==> config.mk <==
export PLATFORM = sky130hd
export DESIGN_NAME = pxs_serializer
export DESIGN_NICKNAME = d
export VERILOG_FILES = /design/src/rtl/pxs_pkg.sv /design/src/rtl/pxs_line_seq.sv /design/src/rtl/pxs_line_buf.sv /design/src/rtl/pxs_pix_out.sv /design/src/rtl/pxs_serializer.sv
export SDC_FILE = /design/constraint.sdc
export NUM_CORES = 1
export LEC_CHECK = 0
export ABC_AREA = 1
export BUFFER_PORTS_ARGS = -buffer_cell sky130_fd_sc_hd__clkbuf_2
export CORE_MARGIN = 2
export CORE_UTILIZATION = 25
export DETAILED_ROUTE_END_ITERATION = 10
export GPL_ROUTABILITY_DRIVEN = 0
export SLEW_MARGIN = 20
export SYNTH_ARGS = -nofsm -noshare
export SYNTH_HDL_FRONTEND = slang
export SYNTH_HIERARCHICAL = 1
export SYNTH_SLANG_ARGS = --single-unit
==> constraint.sdc <==
create_clock -name clk -period 6.9 [get_ports clk]
set_input_delay 1.38 -clock clk [delete_from_list [all_inputs] [get_ports clk]]
set_output_delay 1.38 -clock clk [all_outputs]
set_load 0.01 [all_outputs]
==> src/rtl/pxs_pkg.sv <==
package pxs_pkg;

  typedef enum logic [1:0] {
    MODE_STD   = 2'd0,
    MODE_HIRES = 2'd1,
    MODE_NIB   = 2'd2,
    MODE_QTR   = 2'd3
  } pix_mode_e;

  // log2 of fine clocks spent on one fetched byte
  function automatic logic [2:0] span_log2(pix_mode_e m);
    case (m)
      MODE_STD:   return 3'd4;
      MODE_HIRES: return 3'd3;
      MODE_NIB:   return 3'd3;
      default:    return 3'd2;
    endcase
  endfunction

  // log2 of fine clocks each pixel is held
  function automatic logic [1:0] hold_log2(pix_mode_e m);
    case (m)
      MODE_STD:   return 2'd1;
      MODE_HIRES: return 2'd0;
      default:    return 2'd2;
    endcase
  endfunction

  // pixel number idx of byte b, most significant first
  function automatic logic [7:0] pick_pixel(logic [7:0] b, pix_mode_e m, logic [2:0] idx);
    case (m)
      MODE_STD, MODE_HIRES: return {7'd0, b[3'd7 - idx]};
      MODE_NIB:             return idx[0] ? {4'd0, b[3:0]} : {4'd0, b[7:4]};
      default:              return b;
    endcase
  endfunction

  function automatic logic carries_index(pix_mode_e m);
    return (m == MODE_NIB) || (m == MODE_QTR);
  endfunction

endpackage

==> src/rtl/pxs_line_seq.sv <==
module pxs_line_seq
  import pxs_pkg::*;
#(
  parameter int LINE_DOTS = 256,
  localparam int FINE = 2 * LINE_DOTS,
  localparam int TICK_W = $clog2(FINE)
) (
  input  logic              clk,
  input  logic              rst_n,
  input  logic              line_start,
  input  logic [1:0]        mode_sel,
  output logic              active,
  output pix_mode_e         mode,
  output logic [TICK_W-1:0] tick,
  output logic              slot_start,
  output logic [2:0]        pix_idx,
  output logic              replay,
  output logic              record
);

  pix_mode_e         new_mode;
  logic              odd_q;
  logic [TICK_W-1:0] span_mask;
  logic [TICK_W-1:0] pos_rel;

  assign new_mode = pix_mode_e'(mode_sel);

  always_ff @(posedge clk) begin
    if (!rst_n) begin
      active <= 1'b0;
      tick   <= '0;
      mode   <= MODE_STD;
      odd_q  <= 1'b0;
    end else if (line_start) begin
      active <= 1'b1;
      tick   <= '0;
      mode   <= new_mode;
      odd_q  <= (new_mode == MODE_QTR && mode == MODE_QTR) ? ~odd_q : 1'b0;
    end else if (active) begin
      tick <= tick + 1'b1;
      if (tick == TICK_W'(FINE - 1)) active <= 1'b0;
    end
  end

  assign span_mask  = ~({TICK_W{1'b1}} << span_log2(mode));
  assign pos_rel    = (tick & span_mask) >> hold_log2(mode);
  assign pix_idx    = pos_rel[2:0];
  assign slot_start = active && ((tick & span_mask) == '0);
  assign replay     = active && (mode == MODE_QTR) && odd_q;
  assign record     = active && (mode == MODE_QTR) && !odd_q;

endmodule

==> src/rtl/pxs_line_buf.sv <==
module pxs_line_buf #(
  parameter int DEPTH = 128,
  localparam int AW = $clog2(DEPTH)
) (
  input  logic          clk,
  input  logic          we,
  input  logic [AW-1:0] waddr,
  input  logic [7:0]    wdata,
  input  logic [AW-1:0] raddr,
  output logic [7:0]    rdata
);

  logic [7:0] mem [DEPTH];

  always_ff @(posedge clk) begin
    if (we) mem[waddr] <= wdata;
  end

  assign rdata = mem[raddr];

endmodule

==> src/rtl/pxs_pix_out.sv <==
module pxs_pix_out
  import pxs_pkg::*;
(
  input  logic       clk,
  input  logic       rst_n,
  input  logic       active,
  input  pix_mode_e  mode,
  input  logic [2:0] pix_idx,
  input  logic [7:0] src_byte,
  input  logic       eff_miss,
  input  logic       miss_now,
  input  logic [7:0] bg_index,
  output logic       pix_valid,
  output logic [7:0] pix_index,
  output logic       pix_is_index,
  output logic       underrun
);

  always_ff @(posedge clk) begin
    if (!rst_n) begin
      pix_valid    <= 1'b0;
      pix_index    <= '0;
      pix_is_index <= 1'b0;
      underrun     <= 1'b0;
    end else begin
      pix_valid <= active;
      underrun  <= active && miss_now;
      if (!active) begin
        pix_index    <= '0;
        pix_is_index <= 1'b0;
      end else if (eff_miss) begin
        pix_index    <= bg_index;
        pix_is_index <= 1'b1;
      end else begin
        pix_index    <= pick_pixel(src_byte, mode, pix_idx);
        pix_is_index <= carries_index(mode);
      end
    end
  end

endmodule

==> src/rtl/pxs_serializer.sv <==
module pxs_serializer
  import pxs_pkg::*;
#(
  parameter int LINE_DOTS = 256
) (
  input  logic       clk,
  input  logic       rst_n,
  input  logic       line_start,
  input  logic [1:0] mode_sel,
  input  logic [7:0] bg_index,
  input  logic       fetch_valid,
  input  logic [7:0] fetch_data,
  output logic       fetch_ready,
  output logic       pix_valid,
  output logic [7:0] pix_index,
  output logic       pix_is_index,
  output logic       underrun
);

  localparam int FINE   = 2 * LINE_DOTS;
  localparam int TICK_W = $clog2(FINE);
  localparam int LB_DEP = FINE / 4;
  localparam int LB_AW  = $clog2(LB_DEP);

  logic              active_q;
  pix_mode_e         mode_q;
  logic [TICK_W-1:0] tick;
  logic              slot_start;
  logic [2:0]        pix_idx;
  logic              replay;
  logic              record;
  logic [7:0]        lb_rdata;
  logic [LB_AW-1:0]  lb_addr;
  logic [7:0]        cur_byte;
  logic              miss_slot;
  logic              miss_now;
  logic [7:0]        fresh_byte;
  logic [7:0]        src_byte;
  logic              eff_miss;

  pxs_line_seq #(.LINE_DOTS(LINE_DOTS)) u_seq (
    .clk        (clk),
    .rst_n      (rst_n),
    .line_start (line_start),
    .mode_sel   (mode_sel),
    .active     (active_q),
    .mode       (mode_q),
    .tick       (tick),
    .slot_start (slot_start),
    .pix_idx    (pix_idx),
    .replay     (replay),
    .record     (record)
  );

  assign fetch_ready = slot_start && !replay;
  assign miss_now    = fetch_ready && !fetch_valid;
  assign lb_addr     = tick[TICK_W-1:2];

  pxs_line_buf #(.DEPTH(LB_DEP)) u_buf (
    .clk   (clk),
    .we    (slot_start && record),
    .waddr (lb_addr),
    .wdata (fetch_valid ? fetch_data : bg_index),
    .raddr (lb_addr),
    .rdata (lb_rdata)
  );

  assign fresh_byte = replay ? lb_rdata : fetch_data;
  assign src_byte   = slot_start ? fresh_byte : cur_byte;
  assign eff_miss   = slot_start ? miss_now : miss_slot;

  always_ff @(posedge clk) begin
    if (!rst_n) begin
      cur_byte  <= '0;
      miss_slot <= 1'b0;
    end else if (slot_start) begin
      cur_byte  <= fresh_byte;
      miss_slot <= miss_now;
    end
  end

  pxs_pix_out u_out (
    .clk          (clk),
    .rst_n        (rst_n),
    .active       (active_q),
    .mode         (mode_q),
    .pix_idx      (pix_idx),
    .src_byte     (src_byte),
    .eff_miss     (eff_miss),
    .miss_now     (miss_now),
    .bg_index     (bg_index),
    .pix_valid    (pix_valid),
    .pix_index    (pix_index),
    .pix_is_index (pix_is_index),
    .underrun     (underrun)
  );

endmodule

* Yosys cells after proc, flatten, opt, wreduce, memory -nomap -nowiden
Memories as Yosys holds them, arrays and structs flattened. A register that Yosys moved wholly into a read port is not among the register bits.
Index checks and enable logic that the tools add are counted.
** Operators by class
- Equal/unequal tests :: 5
- Mux-type cells :: 20
- Order comparisons :: 1
- $add $sub $neg :: 2
- Shifts and indexed selects :: 2
- Reduce and logical (&&, ||, !) cells :: 19
- Bitwise gates (word level) :: 4
** Operators with widths (number)
- 8-bit 2-to-1 mux :: 4
- 8-bit one-hot mux with 2 select lines :: 1
- 7-bit 2-to-1 mux :: 2
- 9-bit by 1-bit adder with 9-bit output, second input constant :: 1
- 9-bit bitwise AND :: 1
- 9-bit equality test, second input constant :: 1
- 1-bit logical AND :: 9
- 9-bit zero test :: 1
- 1-bit 2-to-1 mux :: 9
- 9-bit inverter :: 1
- 9-bit by 3-bit << shifter with 9-bit output, first input constant :: 1
- 9-bit by 2-bit >> shifter with 3-bit output :: 1
- 2-bit equality test, second input constant :: 3
- 3-bit one-hot mux with 2 select lines :: 1
- 2-bit OR reduction :: 3
- 3-bit by 4-bit < comparator with 1-bit output, second input constant :: 1
- 4-bit 2-to-1 mux :: 1
- 2-bit one-hot mux with 2 select lines :: 1
- 1-bit binary-select mux with 3-bit select :: 1
- 1-bit zero test :: 3
- 3-bit subtractor, first input constant :: 1
- 2-bit by 1-bit equality test with 1-bit output, second input constant :: 1
- 2-bit zero test :: 1
- 1-bit inverter :: 2
- other kinds (2) :: 2
** Word-level totals
- Register bits after elaboration :: 33
- Logic and storage cells :: 64
- Bits in writable memories :: 1024
- Output and inout bits :: 12
- Memories kept :: 1
- Input port bits :: 22
** Memories
- u_buf.mem :: words 128, width 8, read ports 1, clocked after Yosys merged registers in 1, wr ports 1, line pxs_line_buf.sv:13 : logic [7:0] mem [DEPTH];

* Depth between registers and ports, before layout
Gate-level depths: netlist (run 1).
- Depth in word-level cells :: 13
- Depth in mapped cells :: 24
- Mapped depth without buffers :: 21

* Hierarchy
Netlist (run 1), hierarchy kept.
** Modules (own cells, without submodules)
- pxs_line_buf :: area an instance 41944.0 µm², cells an instance 3567, times used 1
- pxs_line_seq :: area an instance 723.2 µm², cells an instance 102, times used 1
- pxs_serializer :: area an instance 595.6 µm², cells an instance 104, times used 1
- pxs_pix_out :: area an instance 511.7 µm², cells an instance 76, times used 1

* Worst setup path after synthesis (run 1)
OpenSTA, ideal clock, no wires.
- Path kind :: input-to-reg
- Start :: input fetch_valid
- End :: memory u_buf.mem[0][0] (data pin)
- Required time :: 6388 ps
- Setup time :: 512 ps
- Arrival :: 3232 ps
- Slack :: 3157 ps
- Stages on the path :: 4
- Cell sequence :: buf_2 > inv_2 > nand2_1 > nand2_1
** On the way
- Word-level cells in the longest chain between the ends :: 1
** Ends and longest elaborated chain
- from (decl) :: line pxs_serializer.sv:11 : input logic fetch_valid,
- 8-bit 2-to-1 mux :: line pxs_serializer.sv:63 : .wdata (fetch_valid ? fetch_data : bg_index),
- to (decl) :: line pxs_line_buf.sv:13
No other way between the ends.

* Final worst setup path (run 1)
- Start :: register u_seq.tick[2]
- End :: output fetch_ready
** On the way
- Word-level cells in the longest chain between the ends :: 4
** Ends and longest elaborated chain
- from (decl) :: line pxs_line_seq.sv:14 : output logic [TICK_W-1:0] tick,
- from (signal assigned) :: line pxs_line_seq.sv:40 : tick <= tick + 1'b1;
- 9-bit bitwise AND :: line pxs_line_seq.sv:48 : assign slot_start = active && ((tick & span_mask) == '0);
- 9-bit zero test :: line pxs_line_seq.sv:48
- 1-bit logical AND :: line pxs_line_seq.sv:48
- via slot_start :: line pxs_serializer.sv:28 : logic slot_start;
- 1-bit logical AND :: line pxs_serializer.sv:55 : assign fetch_ready = slot_start && !replay;
- to (decl) :: line pxs_serializer.sv:13 : output logic fetch_ready,
The timed path passes the listed nets, and every way through them passes these cells.

==> results of run 1 <==
cell families after synthesis:
| group | after synthesis | synth area share [%] |
|---|---|---|
| simple gates | 2447 | 23.86 |
| buf+inv | 298 | 3.670 |
| fa+ha+maj | 8 | 0.2287 |
| flops | 1057 | 71.75 |
| compound gates | 39 | 0.4916 |
sequential cells by signal, indices dropped and copies added, names as in the netlist:
| register | count |
|---|---|
| cur_byte | 8 |
| miss_slot | 1 |
| u_buf/mem | 1024 |
| u_out/pix_index | 8 |
| u_out/pix_is_index | 1 |
| u_out/pix_valid | 1 |
| u_out/underrun | 1 |
| u_seq/active | 1 |
| u_seq/mode | 2 |
| u_seq/odd_q | 1 |
| u_seq/tick | 9 |
routing by layer:
metal / track usage, % / vias up / routed length, µm
li1: - / 13350 / -
met1: 16.95 / 14150 / 48720
met2: 20.35 / 1119 / 55230
met3: 2.127 / 218 / 8744
met4: 4.679 / 6 / 3577
met5: 0 / - / 43
worst max-delay path by stage:
stage / endpoint / slack, ns / cells after the start
2_1_floorplan: u_buf/mem[0][0] / 3.16 / 4
3_3_place_gp: u_out/pix_index[0] / 2.72 / 20
3_5_place_dp: u_out/pix_index[0] / 2.72 / 20
4_1_cts: fetch_ready / 2.30 / 8
5_1_grt: fetch_ready / 2.12 / 8
6_report: fetch_ready / 2.37 / 8
Yosys cell counts:
library cell  number  share of area (%)
a211oi_1           1              0.017
a21oi_1           15               0.17
a21oi_2            1              0.020
a31oi_1            3              0.043
buf_1             14               0.12
buf_2            124                1.4
buf_4             40               0.69
buf_6             23               0.59
clkbuf_1          34               0.29
clkinv_1           1             0.0086
dfxtp_1           33                1.5
edfxtp_1        1024                 70
ha_1               8               0.23
inv_1             54               0.46
inv_2              6              0.051
inv_4              1              0.014
inv_8              1              0.026
nand2_1         1309                 11
nand2_2            2              0.029
nand3_1          952                 11
nand3b_1           1              0.017
nor2_1           157                1.3
nor2_2             1              0.014
nor2_4             2              0.051
nor3_1            14               0.16
o211ai_1           2              0.034
o21a_1             1              0.017
o21ai_0           14               0.16
o22ai_1            2              0.029
or2_1              5              0.071
or2_2              4              0.057
final cells by class:
cell class              instances  area, µm²
fillers                     17760     124900
inverters                      63      266.5
flip-flops and latches       1057      31420
clock buffers                 127       2710
repair buffers                 74      510.5
multi-input cells            2494      10820
well taps                    2325       2909
clock inverters                60      486.7
report_power, final:
part / leakage, nW / switching [mW] / internal (mW)
clock network: 1.56 / 2.38 / 3.01
logic: 5.62 / 0.231 / 0.0372
registers: 9.55 / 0.00473 / 7.10
worst reg2reg max path, stage by stage (launching register included):
cell      delay [ns]
dfxtp_4         0.53
inv_4           0.80
buf_4           0.80
nand3_1         0.39
nand3_1         0.24
nand2_1         0.08
nand2_1         0.06
nand3_1         0.17
nand2_1         0.10
nand2_1         0.05
nand2_1         0.10
nand2_1         0.07
nand3_1         0.08
nand2_1         0.07
inv_1           0.12
nand2_1         0.08
nand3_1         0.08
nand3b_1        0.09
nand2_1         0.09
nand2_1         0.06
a21oi_2         0.11
==> flow_metrics.env, run 1 <==
export IMPL_status="finished clean"
export IMPL_final_cell_mix="nand2_1, edfxtp_1, nand3_1, nor2_1, clkbuf_16"
export IMPL_netlist_area_um2=43770
export IMPL_hp_class="register to register"
export IMPL_grt_max_degree=208
export IMPL_wl_um=116300
export IMPL_crit_family="buffers and inverters"
export IMPL_slowest_delay_ns=0.83
export IMPL_die_h_um=422.4
export IMPL_ios=34
export IMPL_grt_usage_pct=12.60
export IMPL_drtAntennaViolNets=0
export IMPL_final_cells=6200
export IMPL_cp_buffers_inverters=5
export IMPL_wire_per_inst_um=18.76
export IMPL_fmax_ghz=0.2208
export IMPL_r2r_slack_ns=2.67
export IMPL_slew_headroom_pct=21.59
export IMPL_core_um2=174000
export IMPL_cts_hold_buf=0
export IMPL_ys_types=31
export IMPL_hpwl_um=64010
export IMPL_startpoint_type="register"
export IMPL_antenna_cells=0
export IMPL_placed_area_um2=45930
export IMPL_antenna_found_initial=1
export IMPL_synth_cells=3849
export IMPL_peakVddDrop_v=0.0001873
export IMPL_fin_util_pct=28.23
export IMPL_period_share_pct=65.62
export IMPL_initial_core_util_pct=25.16
export IMPL_slew_violations=0
export IMPL_die_w_um=422.4
export IMPL_clk_latency_ns=0.69
export IMPL_slowest_stage="buf_4"
export IMPL_hold_path_end="miss_slot"
export IMPL_crit_path_max_fanout=87
export IMPL_num_vias=28840
export IMPL_cts_made_buffers=104
export IMPL_area_delta_synth_final_pct=12.22
export IMPL_post_cts_buffers=0
export IMPL_cpMostUsedCell="buf_4"
export IMPL_clk_root_buffer_cell="clkbuf_16"
export IMPL_period_needed_ns=4.528
export IMPL_cts_htree_levels=3
export IMPL_power_mw=12.76
export IMPL_drc=0
export IMPL_timing_rr_end="u_out/pix_index[0]"
export IMPL_clk_transition_reported_paths_ns=0.06
export IMPL_finalSetupTns_ns=0
export IMPL_die_area_um2=178500
export IMPL_fin_skew_ns=0.02949
export IMPL_fin_ws_ns=2.372
export IMPL_final_area_um2=49120
export IMPL_fin_hold_ws_ns=0.4723
export IMPL_rsz0062_at_grt="no"
export IMPL_crit_chain="buf_4 -> inv_1 -> nor2_1 -> nor3_1 -> buf_4 -> inv_2 -> nor2_4 -> clkbuf_2"
export IMPL_nets=3824
export IMPL_drive_above_1_share_pct=6.271
export IMPL_cts_max_path_buffers=3
export IMPL_ys_seq_elements=1057
export IMPL_cellPowerDensity_nw_per_um2=259.8
export IMPL_first_global_vias=27300
export IMPL_synth_fp_nets=3879
export IMPL_hold_violations=0
export IMPL_yosys_warnings=6
export IMPL_worst_hold_path_num_cells=2
export IMPL_synth_seq_area_share_pct=71.75
export IMPL_post_place_ws_ns=2.725
export IMPL_first_pass_iters=6
export IMPL_grt_overflow=0
export IMPL_maxCapViolCount=0
export IMPL_hp_start="miss_slot"
export IMPL_worst_r2r_path_depth=20
export IMPL_grt_first_pass_wirelength_um=175500
export IMPL_rows=153
export IMPL_critPathKind="register to output pin"
export IMPL_worstPathRequired_ns=5.52
export IMPL_cp_arrival_ns=3.15
export IMPL_p_leak_nw=16.73
export IMPL_worst_pin_slew_ns=1.176
export IMPL_drt_initial_drc_count=3540
export IMPL_syn_avg_cell_area_um2=11.37
export IMPL_io_buffers=33
export IMPL_via_per_inst=4.651
export IMPL_cts_resized=0
export IMPL_final_common_cell="nand2_1"
export IMPL_dp_cells=6013
export IMPL_crit_reg2reg_launch="u_seq/tick[4]"
export IMPL_finalSetupViolations=0
export IMPL_cts_sinks=1057
export IMPL_cts_tree="yes"
export IMPL_end_kind="output pin"
export IMPL_worstSetupStartpoint="u_seq/tick[2]"
No activity file was read; power rests on OpenSTA's default activity.
==> run 2, diff against run 1 <==
--- a/config.mk
+++ b/config.mk
@@ -5,7 +5,7 @@
 export SDC_FILE = /design/constraint.sdc
 export NUM_CORES = 1
 export LEC_CHECK = 0
-export ABC_AREA = 1
+export ABC_AREA = 0
 export BUFFER_PORTS_ARGS = -buffer_cell sky130_fd_sc_hd__clkbuf_2
 export CORE_MARGIN = 2
 export CORE_UTILIZATION = 25
==> constraint.sdc (replaced) <==
create_clock -name clk -period 4.5 [get_ports clk]
set_input_delay 0.9 -clock clk [delete_from_list [all_inputs] [get_ports clk]]
set_output_delay 0.9 -clock clk [all_outputs]
set_load 0.01 [all_outputs]
==> run 2 against run 1 <==
  * Clock-buffer cell count fell by 10
  * Combinational power rose by 36%
  * Critical path depth rose by 4
  * Utilization rose by 1.4 points
  * Synthesized area fell by 5.4%
  * Power rose by 55%
  * Cell count fell by 30%
==> flow_metrics.env, run 2 <==
export IMPL_fin_ws_ns=0.4092
export IMPL_maxCapViolCount=0
export IMPL_grt_usage_pct=10.93
export IMPL_clk_root_buffer_cell="clkbuf_16"
export IMPL_synth_top_cells_by_area="edfxtp_1, mux4_2, dfxtp_1, nor2_1, mux2_2"
export IMPL_yosys_warnings=6
export IMPL_area_delta_synth_final_pct=17.76
export IMPL_cts_tree="yes"
export IMPL_clk_latency_ns=0.70
export IMPL_cpMostUsedCell="mux4_2"
export IMPL_wl_um=93160
export IMPL_rsz0062_at_grt="no"
export IMPL_fin_skew_ns=0.02828
export IMPL_p_leak_nw=14.43
export IMPL_ys_seq_elements=1057
export IMPL_final_common_cell="edfxtp_1"
export IMPL_top_regs="u_buf/mem x1024, u_seq/tick x9"
export IMPL_fmax_ghz=0.2444
export IMPL_placed_area_um2=45380
export IMPL_first_pass_iters=7
export IMPL_hpwl_um=57470
export IMPL_synthFlopType="edfxtp_1"
export IMPL_power_mw=19.77
export IMPL_largest_reg_flops=1024
export IMPL_nets=2067
export IMPL_drive_above_1_share_pct=33.98
export IMPL_synth_cells=1838
export IMPL_worst_pin_slew_ns=1.040
export IMPL_synth_edff_count=1024
export IMPL_yosysMostFrequentCell="edfxtp_1"
export IMPL_cts_htree_levels=3
export IMPL_initial_core_util_pct=25.14
export IMPL_cts_made_buffers=98
export IMPL_crit_path_max_fanout=13
export IMPL_die_w_um=410.9
export IMPL_grt_overflow=0
export IMPL_nFillCells=15800
export IMPL_final_cells=4310
export IMPL_hp_class="input port to register"
export IMPL_finalSetupTns_ns=0
export IMPL_period_share_pct=90.91
export IMPL_fin_hold_ws_ns=0.4689
export IMPL_end_kind="register"
export IMPL_dp_cells=4125
export IMPL_regMostFlops="u_buf/mem"
export IMPL_drc=0
export IMPL_ys_types=47
export IMPL_synth_common_cells="edfxtp_1, mux4_2, nor2_1, clkbuf_1, dfxtp_1"
export IMPL_cp_arrival_ns=4.67
export IMPL_first_global_vias=19550
export IMPL_fin_util_pct=29.61
export IMPL_peakVddDrop_v=0.0002825
export IMPL_rows=149
export IMPL_drtAntennaViolNets=0
export IMPL_synth_fp_nets=1868
export IMPL_synth_top_area_share_pct=74.29
export IMPL_via_per_inst=4.465
export IMPL_drt_initial_drc_count=2000
export IMPL_startpoint_type="register"
export IMPL_io_buffers=33
export IMPL_multi_input_area_um2=9538
export IMPL_cellPowerDensity_nw_per_um2=405.7
export IMPL_slowest_stage="mux4_2"
export IMPL_cts_resized=0
export IMPL_status="finished clean"
export IMPL_slew_violations=0
export IMPL_synth_seq_area_share_pct=75.88
export IMPL_register_area_um2=31430
export IMPL_final_area_um2=48740
export IMPL_slew_headroom_pct=30.43
export IMPL_cts_hold_buf=0
export IMPL_post_place_ws_ns=0.4258
export IMPL_crit_chain="buf_12 -> buf_12 -> buf_4 -> mux4_2 -> mux4_2 -> mux4_2 -> mux2_2 -> mux2i_1 -> a21oi_1 -> mux2_2 -> a22oi_1 -> nor2_1"
export IMPL_syn_avg_cell_area_um2=22.52
export IMPL_yosysTopAreaCell="edfxtp_1"
export IMPL_grt_first_pass_wirelength_um=136300
export IMPL_post_cts_buffers=0
export IMPL_cts_max_path_buffers=3
export IMPL_num_vias=19250
export IMPL_ios=34
export IMPL_cts_sinks=1057
export IMPL_period_needed_ns=4.091
export IMPL_worstPathRequired_ns=5.08
export IMPL_final_cell_mix="edfxtp_1, mux4_2, nor2_1, buf_4, clkbuf_16"
export IMPL_die_h_um=410.9
export IMPL_antenna_found_initial=2
export IMPL_clk_transition_reported_paths_ns=0.06
export IMPL_grt_max_degree=106
export IMPL_critPathKind="register to register"
export IMPL_slowest_delay_ns=0.56
export IMPL_hold_violations=0
export IMPL_die_area_um2=168800
export IMPL_wire_per_inst_um=21.61
export IMPL_synthArstFlopShare_pct=0
export IMPL_netlist_area_um2=41390
export IMPL_core_um2=164600
export IMPL_finalSetupViolations=0
-- run 2: cell types whose count changed in the layout (fill, tap and decap cells not counted), moves of 14 or more --
cell,previous run,this run
mux4_2,0,336
nand2_1,1301,22
buf_4,38,145
mux2i_1,0,15
clkinv_1,29,15
inv_1,52,7
buf_12,3,21
nand3_1,952,16
-- run 2: path summary, 6_finish.rpt --
| path | from | to | slack, ns | cells past startpoint |
|---|---|---|---|---|
| max | u_seq/tick[2] | u_out/pix_index[2] | 0.41 | 12 |
| min | bg_index[6] | u_out/pix_index[6] | 0.47 | 3 |
| min reg2reg | miss_slot | miss_slot | 0.49 | 2 |
| max reg2reg | u_seq/tick[2] | u_out/pix_index[2] | 0.41 | 12 |
-- run 2: power breakdown --
part | total (mW) | switching, mW | internal [mW]
Sequential | 10.9 | 0.00853 | 10.9
Combinational | 0.365 | 0.290 | 0.0754
Clock | 8.53 | 3.63 | 4.90
Total | 19.8 | 3.93 | 15.8
-- run 2: routing by layer --
metal	GRT usage, %	vias to the layer above	part of all wire [%]
li1	-	8165	-
met1	14.75	10420	43
met2	18.13	564	50
met3	1.736	96	5.3
met4	3.252	0	1.9
met5	0	-	0
-- run 2: logic make-up (layout without fill, tap and decap cells) --
group           after synthesis  in the layout  share of synthesized area [%]
xor+xnor                      4              4                        0.08465
buf+inv                     108            389                          1.230
simple gates                239            239                          2.612
compound gates               50             50                         0.7225
fa+ha+maj                     8              8                         0.2418
mux                         372            372                          19.22
other cells                   0              2                              0
flops                      1057           1057                          75.88
-- run 2: cell type report --
type,instances,area share (%)
flip-flops and latches,1057,64.47
clock buffers,117,5.265
well taps,2189,5.619
inverters,7,0.05390
clock inverters,65,1.522
diodes,2,0.01027
multi-input cells,673,19.57
repair buffers,200,3.491
-- run 2: critical path, delay by kind of cell, from the launching register on --
family	cells	cell delay, ns
AOI/OAI and AO/OA	2	0.32
buffers and inverters	3	0.55
DFF	1	0.53
muxes	6	2.48
and+or+nand+nor	1	0.06
